`src/rtl/sec_filt_pkg.sv`:
```
package sec_filt_pkg;

  localparam int MID_W       = 16;
  localparam int INFO_NS_BIT = 16;
  localparam int INFO_TB_BIT = 17;

  typedef struct packed {
    logic             write;
    logic             nonsec;
    logic             unspec;
    logic [MID_W-1:0] mid;
  } sec_attr_t;

  // Unspecified attributes are handled as secure.
  function automatic logic eff_nonsec(sec_attr_t a);
    return a.nonsec & ~a.unspec;
  endfunction

  function automatic logic [31:0] pack_info(sec_attr_t a, logic tbit);
    logic [31:0] w;
    w = '0;
    w[MID_W-1:0]  = a.mid;
    w[INFO_NS_BIT] = eff_nonsec(a);
    w[INFO_TB_BIT] = tbit;
    return w;
  endfunction

endpackage

```
`src/rtl/sec_filt_lookup.sv`:
```
module sec_filt_lookup #(
  parameter int ADDR_W    = 32,
  parameter int BLK_SHIFT = 8,
  parameter int IDX_W     = 3
) (
  input  logic [ADDR_W-1:0] addr,
  input  logic [31:0]       tbl_word,
  output logic [IDX_W-1:0]  tbl_idx,
  output logic              tbl_bit
);
  localparam int WORD_SHIFT = BLK_SHIFT + 5;

  logic [ADDR_W-1:0] word_num;
  logic [4:0]        bit_sel;

  always_comb begin
    word_num = addr >> WORD_SHIFT;
    tbl_idx  = word_num[IDX_W-1:0];
    bit_sel  = addr[BLK_SHIFT +: 5];
    tbl_bit  = tbl_word[bit_sel];
  end

  initial begin
    AST_SHIFT_FITS: assert (ADDR_W >= WORD_SHIFT) else $error("address too narrow");
  end
endmodule

```
`src/rtl/sec_filt_stage.sv`:
```
module sec_filt_stage
  import sec_filt_pkg::*;
#(
  parameter int ADDR_W = 32,
  parameter int DATA_W = 32
) (
  input  logic              clk,
  input  logic              rst_n,
  input  logic              in_valid,
  output logic              in_ready,
  input  logic [ADDR_W-1:0] in_addr,
  input  logic [DATA_W-1:0] in_wdata,
  input  sec_attr_t         in_attr,
  input  logic              in_pass,
  input  logic              in_err,
  output logic              fwd_valid,
  input  logic              fwd_ready,
  output logic [ADDR_W-1:0] fwd_addr,
  output logic [DATA_W-1:0] fwd_wdata,
  output sec_attr_t         fwd_attr,
  output logic              rsp_valid,
  input  logic              rsp_ready,
  output logic              rsp_err
);
  logic              s_vld;
  logic              s_pass;
  logic              s_err;
  logic [ADDR_W-1:0] s_addr;
  logic [DATA_W-1:0] s_wdata;
  sec_attr_t         s_attr;
  logic              drain;

  always_comb begin
    drain    = s_vld & (s_pass ? fwd_ready : rsp_ready);
    in_ready = ~s_vld | drain;
  end

  always_ff @(posedge clk or negedge rst_n) begin
    if (!rst_n) begin
      s_vld   <= 1'b0;
      s_pass  <= 1'b0;
      s_err   <= 1'b0;
      s_addr  <= '0;
      s_wdata <= '0;
      s_attr  <= '0;
    end else if (in_ready) begin
      s_vld <= in_valid;
      if (in_valid) begin
        s_pass  <= in_pass;
        s_err   <= in_err;
        s_addr  <= in_addr;
        s_wdata <= in_wdata;
        s_attr  <= in_attr;
      end
    end
  end

  always_comb begin
    fwd_valid = s_vld & s_pass;
    rsp_valid = s_vld & ~s_pass;
    rsp_err   = s_err;
    fwd_addr  = s_addr;
    fwd_wdata = s_wdata;
    fwd_attr  = s_attr;
  end

  AST_FWD_HOLD: assert property (@(posedge clk) disable iff (!rst_n)
    fwd_valid && !fwd_ready |=> fwd_valid && $stable(fwd_addr) && $stable(fwd_wdata));
  AST_RSP_HOLD: assert property (@(posedge clk) disable iff (!rst_n)
    rsp_valid && !rsp_ready |=> rsp_valid && $stable(rsp_err));
  AST_SINGLE_ROUTE: assert property (@(posedge clk) disable iff (!rst_n)
    $onehot0({fwd_valid, rsp_valid}));
endmodule

```
`src/rtl/sec_filt_capture.sv`:
```
module sec_filt_capture
  import sec_filt_pkg::*;
#(
  parameter int ADDR_W = 32
) (
  input  logic              clk,
  input  logic              rst_n,
  input  logic              blk_accept,
  input  logic [ADDR_W-1:0] blk_addr,
  input  sec_attr_t         blk_attr,
  input  logic              blk_tbit,
  input  logic              irq_stat,
  output logic [ADDR_W-1:0] cap_addr,
  output logic [31:0]       cap_info,
  output logic              irq_set
);
  logic take;

  // The pulse of the previous capture also gates: the status is not yet visible.
  assign take = blk_accept & ~irq_stat & ~irq_set;

  always_ff @(posedge clk or negedge rst_n) begin
    if (!rst_n) begin
      cap_addr <= '0;
      cap_info <= '0;
      irq_set  <= 1'b0;
    end else begin
      irq_set <= take;
      if (take) begin
        cap_addr <= blk_addr;
        cap_info <= pack_info(blk_attr, blk_tbit);
      end
    end
  end

  AST_PULSE_ONE: assert property (@(posedge clk) disable iff (!rst_n)
    irq_set |=> !irq_set);
  AST_HOLD_WHEN_SET: assert property (@(posedge clk) disable iff (!rst_n)
    irq_stat |=> $stable(cap_addr) && $stable(cap_info) && !irq_set);
endmodule

```
`src/rtl/sec_txn_filter.sv`:
```
module sec_txn_filter
  import sec_filt_pkg::*;
#(
  parameter int ADDR_W    = 32,
  parameter int DATA_W    = 32,
  parameter int BLK_SIZE  = 256,
  parameter int MEM_BYTES = 65536,
  localparam int BLK_SHIFT = $clog2(BLK_SIZE),
  localparam int NUM_BLKS  = MEM_BYTES / BLK_SIZE,
  localparam int NUM_WORDS = (NUM_BLKS + 31) / 32,
  localparam int IDX_W     = (NUM_WORDS > 1) ? $clog2(NUM_WORDS) : 1
) (
  input  logic              clk,
  input  logic              rst_n,
  input  logic              err_resp_en,
  input  logic              irq_stat,
  input  logic              req_valid,
  output logic              req_ready,
  input  logic [ADDR_W-1:0] req_addr,
  input  logic [DATA_W-1:0] req_wdata,
  input  logic              req_write,
  input  logic              req_nonsec,
  input  logic              req_unspec,
  input  logic [15:0]       req_master,
  output logic [IDX_W-1:0]  tbl_idx,
  input  logic [31:0]       tbl_word,
  output logic              fwd_valid,
  input  logic              fwd_ready,
  output logic [ADDR_W-1:0] fwd_addr,
  output logic [DATA_W-1:0] fwd_wdata,
  output logic              fwd_write,
  output logic              fwd_nonsec,
  output logic              fwd_unspec,
  output logic [15:0]       fwd_master,
  output logic              rsp_valid,
  input  logic              rsp_ready,
  output logic              rsp_err,
  output logic              irq_set,
  output logic [ADDR_W-1:0] cap_addr,
  output logic [31:0]       cap_info
);
  sec_attr_t req_attr;
  sec_attr_t out_attr;
  logic      tbit;
  logic      pass;
  logic      accept;

  always_comb begin
    req_attr.write  = req_write;
    req_attr.nonsec = req_nonsec;
    req_attr.unspec = req_unspec;
    req_attr.mid    = req_master;
  end

  sec_filt_lookup #(
    .ADDR_W(ADDR_W), .BLK_SHIFT(BLK_SHIFT), .IDX_W(IDX_W)
  ) u_lookup (
    .addr(req_addr), .tbl_word(tbl_word), .tbl_idx(tbl_idx), .tbl_bit(tbit)
  );

  // Bit 1 admits only the non-secure world, bit 0 only the secure world.
  assign pass   = (tbit == eff_nonsec(req_attr));
  assign accept = req_valid & req_ready;

  sec_filt_stage #(.ADDR_W(ADDR_W), .DATA_W(DATA_W)) u_stage (
    .clk(clk), .rst_n(rst_n),
    .in_valid(req_valid), .in_ready(req_ready),
    .in_addr(req_addr), .in_wdata(req_wdata), .in_attr(req_attr),
    .in_pass(pass), .in_err(err_resp_en),
    .fwd_valid(fwd_valid), .fwd_ready(fwd_ready),
    .fwd_addr(fwd_addr), .fwd_wdata(fwd_wdata), .fwd_attr(out_attr),
    .rsp_valid(rsp_valid), .rsp_ready(rsp_ready), .rsp_err(rsp_err)
  );

  always_comb begin
    fwd_write  = out_attr.write;
    fwd_nonsec = out_attr.nonsec;
    fwd_unspec = out_attr.unspec;
    fwd_master = out_attr.mid;
  end

  sec_filt_capture #(.ADDR_W(ADDR_W)) u_capture (
    .clk(clk), .rst_n(rst_n),
    .blk_accept(accept & ~pass), .blk_addr(req_addr), .blk_attr(req_attr),
    .blk_tbit(tbit), .irq_stat(irq_stat),
    .cap_addr(cap_addr), .cap_info(cap_info), .irq_set(irq_set)
  );

  AST_STALL_BACKPRESSURE: assert property (@(posedge clk) disable iff (!rst_n)
    fwd_valid && !fwd_ready |-> !req_ready);
  AST_PULSE_ON_BLOCK: assert property (@(posedge clk) disable iff (!rst_n)
    irq_set |-> rsp_valid && !fwd_valid);
  AST_ACCEPT_LANDS: assert property (@(posedge clk) disable iff (!rst_n)
    accept |=> fwd_valid || rsp_valid);
endmodule

```
`config.mk`:
```
export PLATFORM = sky130hd
export DESIGN_NAME = sec_txn_filter
export DESIGN_NICKNAME = d
export VERILOG_FILES = /design/src/rtl/sec_filt_pkg.sv /design/src/rtl/sec_filt_lookup.sv /design/src/rtl/sec_filt_stage.sv /design/src/rtl/sec_filt_capture.sv /design/src/rtl/sec_txn_filter.sv
export SDC_FILE = /design/constraint.sdc
export NUM_CORES = 1
export LEC_CHECK = 0
export ABC_AREA = 1
export BUFFER_PORTS_ARGS = -buffer_cell sky130_fd_sc_hd__buf_2
export CAP_MARGIN = 20
export CORE_ASPECT_RATIO = 0.6
export CORE_MARGIN = 2
export CORE_UTILIZATION = 35
export CTS_CLUSTER_DIAMETER = 120
export DETAILED_ROUTE_END_ITERATION = 12
export PLACE_DENSITY = 0.69
export SLEW_MARGIN = 20
export SYNTH_ARGS = -nofsm -noshare
export SYNTH_HDL_FRONTEND = slang
export SYNTH_SLANG_ARGS = --single-unit
```
`constraint.sdc`:
```
create_clock -name clk -period 1.8 [get_ports clk]
set_input_delay 0.27 -clock clk [delete_from_list [all_inputs] [get_ports clk]]
set_output_delay 0.27 -clock clk [all_outputs]
set_load 0.005 [all_outputs]
```
# Yosys cells after proc, flatten, opt, wreduce, memory -nomap -nowiden
# Index checks and enable logic that the tools add are counted.
[word_totals]
input_bits = 122
out_inout_bits = 155
register_bits = 137
elab_cells = 33
[classes]
magnitude_cmp = 1
n_eq_ne = 1
bitwise_logic = 15
mux = 3
reduce_logical = 1
[op_table]
columns = ["cell", "count"]
rows = [
  ["bitwise AND 1 bit", 8],
  ["less-than comparator 5 x 6 -> 1 bit (second input constant)", 1],
  ["NOT 1 bit", 6],
  ["binary-select mux 1 bit (select 5 bit)", 1],
  ["2-to-1 mux 1 bit", 2],
  ["AND reduction 2 bit", 1],
  ["== test 1 bit", 1],
  ["bitwise OR 1 bit", 1],
]

# Depth between registers and ports, before layout
# Gate-level depths: netlist (run 1).
[logic_depth]
word_depth = 7
mapped_depth = 17
depth_no_buf = 13

# Cells and area by module
# From an unflattened synthesis (run 1), not the netlist that was laid out.
[hier_totals]
hier_cells = 710
hier_area_um2 = 6581.3
[modules_own_cells]
columns = ["module", "cells_each", "seq_area_each_um2", "instances", "area_each_um2"]
rows = [
  ["sec_filt_stage", 383, 2152.1, 1, 3448.3],
  ["sec_filt_capture", 238, 1276.2, 1, 2698.8],
  ["sec_filt_lookup", 81, 0.0, 1, 397.9],
  ["sec_txn_filter", 8, 0.0, 1, 36.3],
]

# Worst setup path before layout (run 1)
# No wires, ideal clock.
[synth_timing]
path_kind = "register to register"
from = "reg u_stage.s_pass"
to = "reg u_capture.cap_addr[0]"
t_required_ns = 1.682
stages_incl_launch_ff = 11
path_buffers = 2
setup_time_ns = 0.118
arrival_ns = 1.571
period_less_slack_ns = 1.689
path_slack_ns = 0.111
cell_sequence = "dfrtp_1 nand2_1 nor2_1 nor2_1 nand2_1 inv_1 clkbuf_1 nand4_1 buf_2 nand2_1 nand2_1"
[synth_between]
elab_chain_cells = 7
[synth_lines]
columns = ["element", "line_no", "source"]
rows = [
  ["start: declaration", "sec_filt_stage.sv:26", "logic s_pass;"],
  ["start signal: assignment", "sec_filt_stage.sv:49", "s_pass <= in_pass;"],
  ["2-to-1 mux 1 bit", "sec_filt_stage.sv:34", "drain = s_vld & (s_pass ? fwd_ready : rsp_ready);"],
  ["bitwise AND 1 bit", "sec_filt_stage.sv:34", ""],
  ["bitwise OR 1 bit", "sec_filt_stage.sv:35", "in_ready = ~s_vld | drain;"],
  ["via req_ready", "sec_txn_filter.sv:18", "output logic req_ready,"],
  ["bitwise AND 1 bit", "sec_txn_filter.sv:63", "assign accept = req_valid & req_ready;"],
  ["bitwise AND 1 bit", "sec_txn_filter.sv:84", ".blk_accept(accept & ~pass), .blk_addr(req_addr), .blk_attr(req_attr),"],
  ["bitwise AND 1 bit (2 in a row)", "sec_filt_capture.sv:20", "assign take = blk_accept & ~irq_stat & ~irq_set;"],
  ["end signal: assignment", "sec_filt_capture.sv:30", "cap_addr <= blk_addr;"],
  ["end: declaration", "sec_filt_capture.sv:13", "output logic [ADDR_W-1:0] cap_addr,"],
]
# The timed path passes the listed nets, and every way through them passes these cells.
# A chain may end at the register's enable or synchronous reset.

# Worst setup path in the final report (run 1)
[layout_timing]
from = "reg u_stage.s_pass"
to = "out req_ready"
[layout_between]
elab_chain_cells = 3
[layout_lines]
columns = ["element", "line_no"]
rows = [
  ["2-to-1 mux 1 bit", "sec_filt_stage.sv:34"],
  ["bitwise AND 1 bit", "sec_filt_stage.sv:34"],
  ["bitwise OR 1 bit", "sec_filt_stage.sv:35"],
  ["end: declaration", "sec_txn_filter.sv:18"],
]
# No other way between the ends.

==> results by group, run 1 <==
Status
  – Outcome: completed

Timing
  – Setup-failing EPs final: 0
  – Tmin final: 1.65 ns
  – Final Skew: 0.0115 ns
  – Final Hold Violating Endpoints: 0
  – Final slew viol count: 0
  – Setup ws final: 0.149 ns
  – RSZ-0062 raised after global routing: yes
  – Final period util: 91.7%
  – Setup TNS: 0 ns
  – Peak Freq: 0.606 GHz

Yosys
  – Proportion of synthesized chip area in sequential cells: 59.8%
  – Distinct cells, synth: 18
  – Syn_area_per_cell: 8.32 sq um
  – Synth warn: 0
  – Synth Register Bits: 137
  – Dominant cells by area after synthesis: dfrtp_1 (60%), nand2_1 (26%), nand3_1 (6.5%)
  – Largest area contributor in the netlist: dfrtp_1
  – Share of the synthesized area in the top cell type: 59.8%
  – Mapped Area: 5730 sq um
  – Post-Syn Instances: 689

Clock network
  – Clock Latency Late Sink: 0.40 ns
  – Clock Sinks: 137
  – Number of setup buffers added after CTS: 0
  – Worst-path clk slew: 0.06 ns
  – Max H-tree Level: 4
  – CTS Buffer Depth: 2
  – Root buf cell: clkbuf_16
  – CTS tree: built
  – CTS buffer count: 17

Critical path
  – Worst EP required: 1.53 ns
  – Worst-path fanout max: 4
  – Crit path launch type: register
  – CP endpoint kind: output pin
  – WS Path Type: register to output pin
  – CP arrival: 1.38 ns

Flow run
  – Max Cap Violations: 0

Pwr
  – Peak supply drop: 0.566 mV
  – PwrDens: 1550 nW/um^2
  – Total power: 12.2 mW
  – Pleak: 4.62 nW

Global route
  – Vias in the first global route: 4982
  – First-pass GRT wire length: 25.6 mm
  – Initial antenna violation count: 0
  – Gr usage total: 18.7%
  – Pin count of the biggest net entering global routing: 92
  – GRT overflow: 0

Drt
  – WL final: 16.3 mm
  – Number of DRC markers in iteration 0: 290
  – WL per Instance: 14.0 um
  – Routed Antenna Nets: 0
  – DRC: 0
  – Via/cell ratio: 4.55
  – TritonRoute pass-1 iters: 5
  – Vias post-DR: 5327

Placed design
  – Number of I/O port buffers: 262
  – Final HPWL DP: 11.6 mm
  – Dpl ws: -0.120 ns
  – Gp weighted congestion: 0.867
  – DP Cell Count: 1137

Floorplanning
  – CORE AREA: 16100 sq um
  – Row Count: 36
  – Starting Density: 35.6%
  – Ports: 277
  – Die Span Y: 103 um
  – Die area: 17500 sq um
  – Die Wd: 169 um

Hold path
  – Hold WC Path Type: input pin to register

Layout
  – Layout Utilization: 48.9%
  – Non-filler instance count after layout: 1170
  – Share of cells above drive strength 1: 33.4%
  – Inserted Diodes: 0
  – Area delta synth->final: 37.6%
  – Final #Nets: 1070
## per-layer routing
layer | track usage, % | wire length [um]
met1 | 26.3 | 7750
met2 | 28.0 | 7140
met3 | 6.18 | 1320
met4 | 4.60 | 114
met5 | 0 | 0
## placed cells by master (no fill, tap or decap), drive strengths merged
master       count
nand4            3
clkinvlp         5
dlygate4sd3      1
nor3             1
conb            14
nand2          391
inv             15
dfrtp          137
bufinv           3
clkbuf          19
o21ai            6
buf            281
nor2             8
clkinv           2
nand3           75
## worst max-delay path: stages, from the launching register on
cell and delay [ns]:
dfrtp_1 0.42, nor3_1 0.22, nor2_2 0.08, buf_4 0.14, buf_2 0.12
## power by group
group | switching (mW) | total [mW] | leakage (nW) | internal (mW)
combinational | 1.98 | 3.59 | 2.65 | 1.62
clock | 1.39 | 3.62 | 0.283 | 2.23
sequential | 0.687 | 5.00 | 1.69 | 4.31
## timing repair
| action | in CTS | in global routing |
|---|---|---|
| hold endpoints to repair | 21 | 0 |
| hold buffers | 1 | 0 |
| endpoints found under the setup margin | 0 | 61 |
| resized for setup | 0 | 1 |
## sequential cells by signal, indices dropped and copies added (netlist names)
register            flops
u_capture.cap_addr     32
u_stage.fwd_addr       32
u_stage.fwd_wdata      32
u_stage.fwd_attr       19
u_capture.cap_info     18
u_capture.irq_set       1
u_stage.rsp_err         1
u_stage.s_pass          1
u_stage.s_vld           1
## cell families after synthesis
family / share of synthesized area, %
flip-flops: 59.8
AO/OA/AOI/OAI: 0.524
buffers and inverters: 6.33
AND/OR/NAND/NOR: 33.3
other: 0.0654
## per-stage QoR
stage | area (sq um) | hold slack (ns)
after floorplan | 5780 | -0.0256
after global placement | 7270 | 0.120
after detailed placement | 7270 | 0.119
after CTS | 7890 | 0.0387
after global routing | 7890 | 0.0359
final | 7890 | 0.0589
## final cells by class
cell class                      count  area (sq um)
Fill cell                        1577          8240
Sequential cell                   137          3430
Multi-Input combinational cell    498          2010
Timing Repair Buffer              282          1530
Clock buffer                       19           443
Tap cell                          209           262
Clock inverter                     13           168
Inverter                           12          47.5
## synth_stat cells, drive strengths merged
master and n:
o21ai 6, conb 1, nor3 1, clkbuf 22
nor2 8, dfrtp 137, nand2 391, nand4 3
nand3 75, inv 12, buf 33
## final timing paths
check | from | endpoint | slack (ns) | cells after the start
min | req_wdata[19] | u_stage.fwd_wdata[19]$_DFFE_PN0N_ | 0.06 | 3
max | u_stage.s_pass$_DFFE_PN0N_ | req_ready | 0.15 | 4
min in group asynchronous | rst_n | u_stage.fwd_wdata[2]$_DFFE_PN0N_ | 0.27 | 2
max in group asynchronous | rst_n | u_capture.cap_addr[3]$_DFFE_PN0P_ | 0.93 | 3
min reg2reg | u_capture.cap_addr[30]$_DFFE_PN0P_ | u_capture.cap_addr[30]$_DFFE_PN0P_ | 0.47 | 2
max reg2reg | u_stage.s_pass$_DFFE_PN0N_ | u_capture.cap_addr[24]$_DFFE_PN0P_ | 0.16 | 9
No activity file was read; power rests on OpenSTA's default activity.
==> inputs of run 2 (changes only) <==
--- a/config.mk
+++ b/config.mk
@@ -13,6 +13,7 @@
 export CORE_UTILIZATION = 35
 export CTS_CLUSTER_DIAMETER = 120
 export DETAILED_ROUTE_END_ITERATION = 12
+export HOLD_SLACK_MARGIN = 0.06
 export PLACE_DENSITY = 0.69
 export SLEW_MARGIN = 20
 export SYNTH_ARGS = -nofsm -noshare
==> results by group, run 2 (synthesized netlist as in run 1, its figures left out) <==
Critical path
  – Critical path's top delay family: flip-flops
  – Slowest-stage cell, CP: dfrtp_1
  – Setup slack, reg-to-reg: 0.15 ns (about the same)
  – Worst EP required: 1.53 ns (about the same)
  – Crit path launch type: register
  – Critical path cell sequence: nor3_1 > nor2_2 > buf_4 > buf_2
  – Worst-path fanout max: 4 (unchanged)
  – Worst R2R End: u_capture.cap_addr[18]$_DFFE_PN0P_
  – Slowest stage delay, CP: 0.42 ns (about the same)
  – Reg2reg start: u_stage.s_pass$_DFFE_PN0N_
  – CP arrival: 1.38 ns (about the same)
  – Worst Path Buf+Inv: 2 (unchanged)
  – WS Path Type: register to output pin
  – CP endpoint kind: output pin
  – Register-to-Register Path Depth: 9 (unchanged)

Floorplanning
  – Row Count: 36 (unchanged)
  – Die Wd: 169 um (unchanged)
  – Starting Density: 35.6% (unchanged)
  – Die Span Y: 103 um (unchanged)
  – Die area: 17500 sq um (unchanged)
  – Ports: 277 (unchanged)
  – CORE AREA: 16100 sq um (unchanged)

Global route
  – GRT overflow: 0 (unchanged)
  – Initial antenna violation count: 0 (unchanged)
  – Gr usage total: 19.0% (+0.33 points)
  – First-pass GRT wire length: 26.1 mm (+1.9%)
  – Pin count of the biggest net entering global routing: 92 (unchanged)
  – Vias in the first global route: 5141 (+3.2%)

Layout
  – Share of cells above drive strength 1: 32.4% (-1.0 points)
  – Post-route cell area: 8200 sq um (+3.9%)
  – Most frequent cells in the layout: nand2_1 (390), buf_2 (261), dfrtp_1 (137)
  – Inserted Diodes: 0 (unchanged)
  – Final #Nets: 1101 (+2.9%)
  – Leading cell type in the layout, fill and taps excluded: nand2_1
  – Area delta synth->final: 43.0%

Timing
  – Setup TNS: 0 ns (unchanged)
  – Tmin final: 1.65 ns (-0.000855 ns)
  – Peak Freq: 0.606 GHz (about the same)
  – Setup-failing EPs final: 0 (unchanged)
  – Final period util: 91.7% (about the same)
  – Final Hold Violating Endpoints: 0 (unchanged)
  – Final slew viol count: 0 (unchanged)
  – Worst hold margin: 0.0829 ns (+0.0239 ns)
  – Setup ws final: 0.150 ns (+0.000855 ns)
  – RSZ-0062 raised after global routing: yes
  – Final Skew: 0.0124 ns (+0.000911 ns)

Pwr
  – Pleak: 4.75 nW (+2.8%)
  – PwrDens: 1500 nW/um^2 (-3.3%)
  – Peak supply drop: 0.567 mV (+0.24%)
  – Total power: 12.3 mW (+0.53%)

Hold path
  – Hold Crit Endpoint: u_stage.fwd_attr[8]$_DFFE_PN0N_
  – HP Start: req_master[8]
  – Hold WC Path Type: input pin to register
  – Hold path depth: 3 (unchanged)

Drt
  – Number of DRC markers in iteration 0: 270 (-6.9%)
  – Routed Antenna Nets: 0 (unchanged)
  – TritonRoute pass-1 iters: 5 (unchanged)
  – DRC: 0 (unchanged)
  – Vias post-DR: 5455 (+2.4%)
  – WL per Instance: 13.9 um (-0.64%)
  – WL final: 16.7 mm (+2.0%)
  – Via/cell ratio: 4.54 (-0.24%)

Placed design
  – Final HPWL DP: 11.6 mm (unchanged)
  – Number of I/O port buffers: 262 (unchanged)
  – Dpl ws: -0.120 ns (unchanged)
  – Dpl cell area: 7270 sq um (unchanged)
  – Gp weighted congestion: 0.867 (unchanged)

Status
  – Outcome: completed

Flow run
  – Max Cap Violations: 0 (unchanged)

Clock network
  – Root buf cell: clkbuf_16
  – CTS Buffer Depth: 2 (unchanged)
  – CTS tree: built
  – Max H-tree Level: 4 (unchanged)
  – Clock Sinks: 137 (unchanged)
  – Worst-path clk slew: 0.07 ns (about the same)
  – CTS buffer count: 17 (unchanged)
  – Clock Latency Late Sink: 0.40 ns (about the same)
[run 2: worst register-to-register path, stage by stage, from the launching register on]
cell	delay, ns
dfrtp_1	0.42
nand2_1	0.10
nor2_1	0.05
nor2_2	0.17
nand2_4	0.08
inv_2	0.12
nand4_1	0.18
buf_4	0.27
nand2_1	0.09
nand2_1	0.05
[run 2: cell type report]
cell class	count	area, sq um
clock inverter	13	168
timing repair buffer	313	1840
sequential	137	3430
fill	1538	7930
multi-input combinational	498	2010
clock buffer	19	443
inverter	12	47.5
tap	209	262
[run 2: how the worst max path moves through the flow]
stage                               start                                 end  slack (ns)  cells after the start
2_1_floorplan  u_stage.s_pass$_DFFE_PN0N_   u_capture.cap_addr[0]$_DFFE_PN0P_        0.11                     10
3_3_place_gp                  req_addr[8]   u_capture.cap_addr[8]$_DFFE_PN0P_       -0.14                     14
3_5_place_dp                  req_addr[8]   u_capture.cap_addr[7]$_DFFE_PN0P_       -0.12                     14
4_1_cts        u_stage.s_pass$_DFFE_PN0N_                           req_ready        0.05                      5
5_1_grt        u_stage.s_pass$_DFFE_PN0N_  u_capture.cap_addr[15]$_DFFE_PN0P_       -0.02                      9
6_report       u_stage.s_pass$_DFFE_PN0N_                           req_ready        0.15                      4
[run 2: per-layer routing]
layer	share of wire [%]	GRT usage [%]
met1	47	26.5
met2	44	29.1
met3	7.6	5.91
met4	0.77	4.80
met5	0	0
[run 2: stage by stage]
stage | cells | util (%)
4_1_cts | 1201 | 50.8
6_report | 1201 | 50.9
3_3_place_gp | 1137 | 45.1
5_1_grt | 1201 | 50.9
2_1_floorplan | 702 | -
3_5_place_dp | 1137 | 45.1
[run 2: what timing repair did]
| item | CTS | global route |
|---|---|---|
| setup buffers | 0 | 0 |
| endpoints found under the hold margin | 168 | 0 |
| resized for setup | 0 | 1 |
| hold buffers | 32 | 0 |
| endpoints found under the setup margin | 0 | 64 |
[run 2: report_power, final]
group | switching (mW) | internal [mW]
Clock | 1.40 | 2.23
Sequential | 0.682 | 4.31
Combinational | 1.99 | 1.66
Total | 4.07 | 8.21
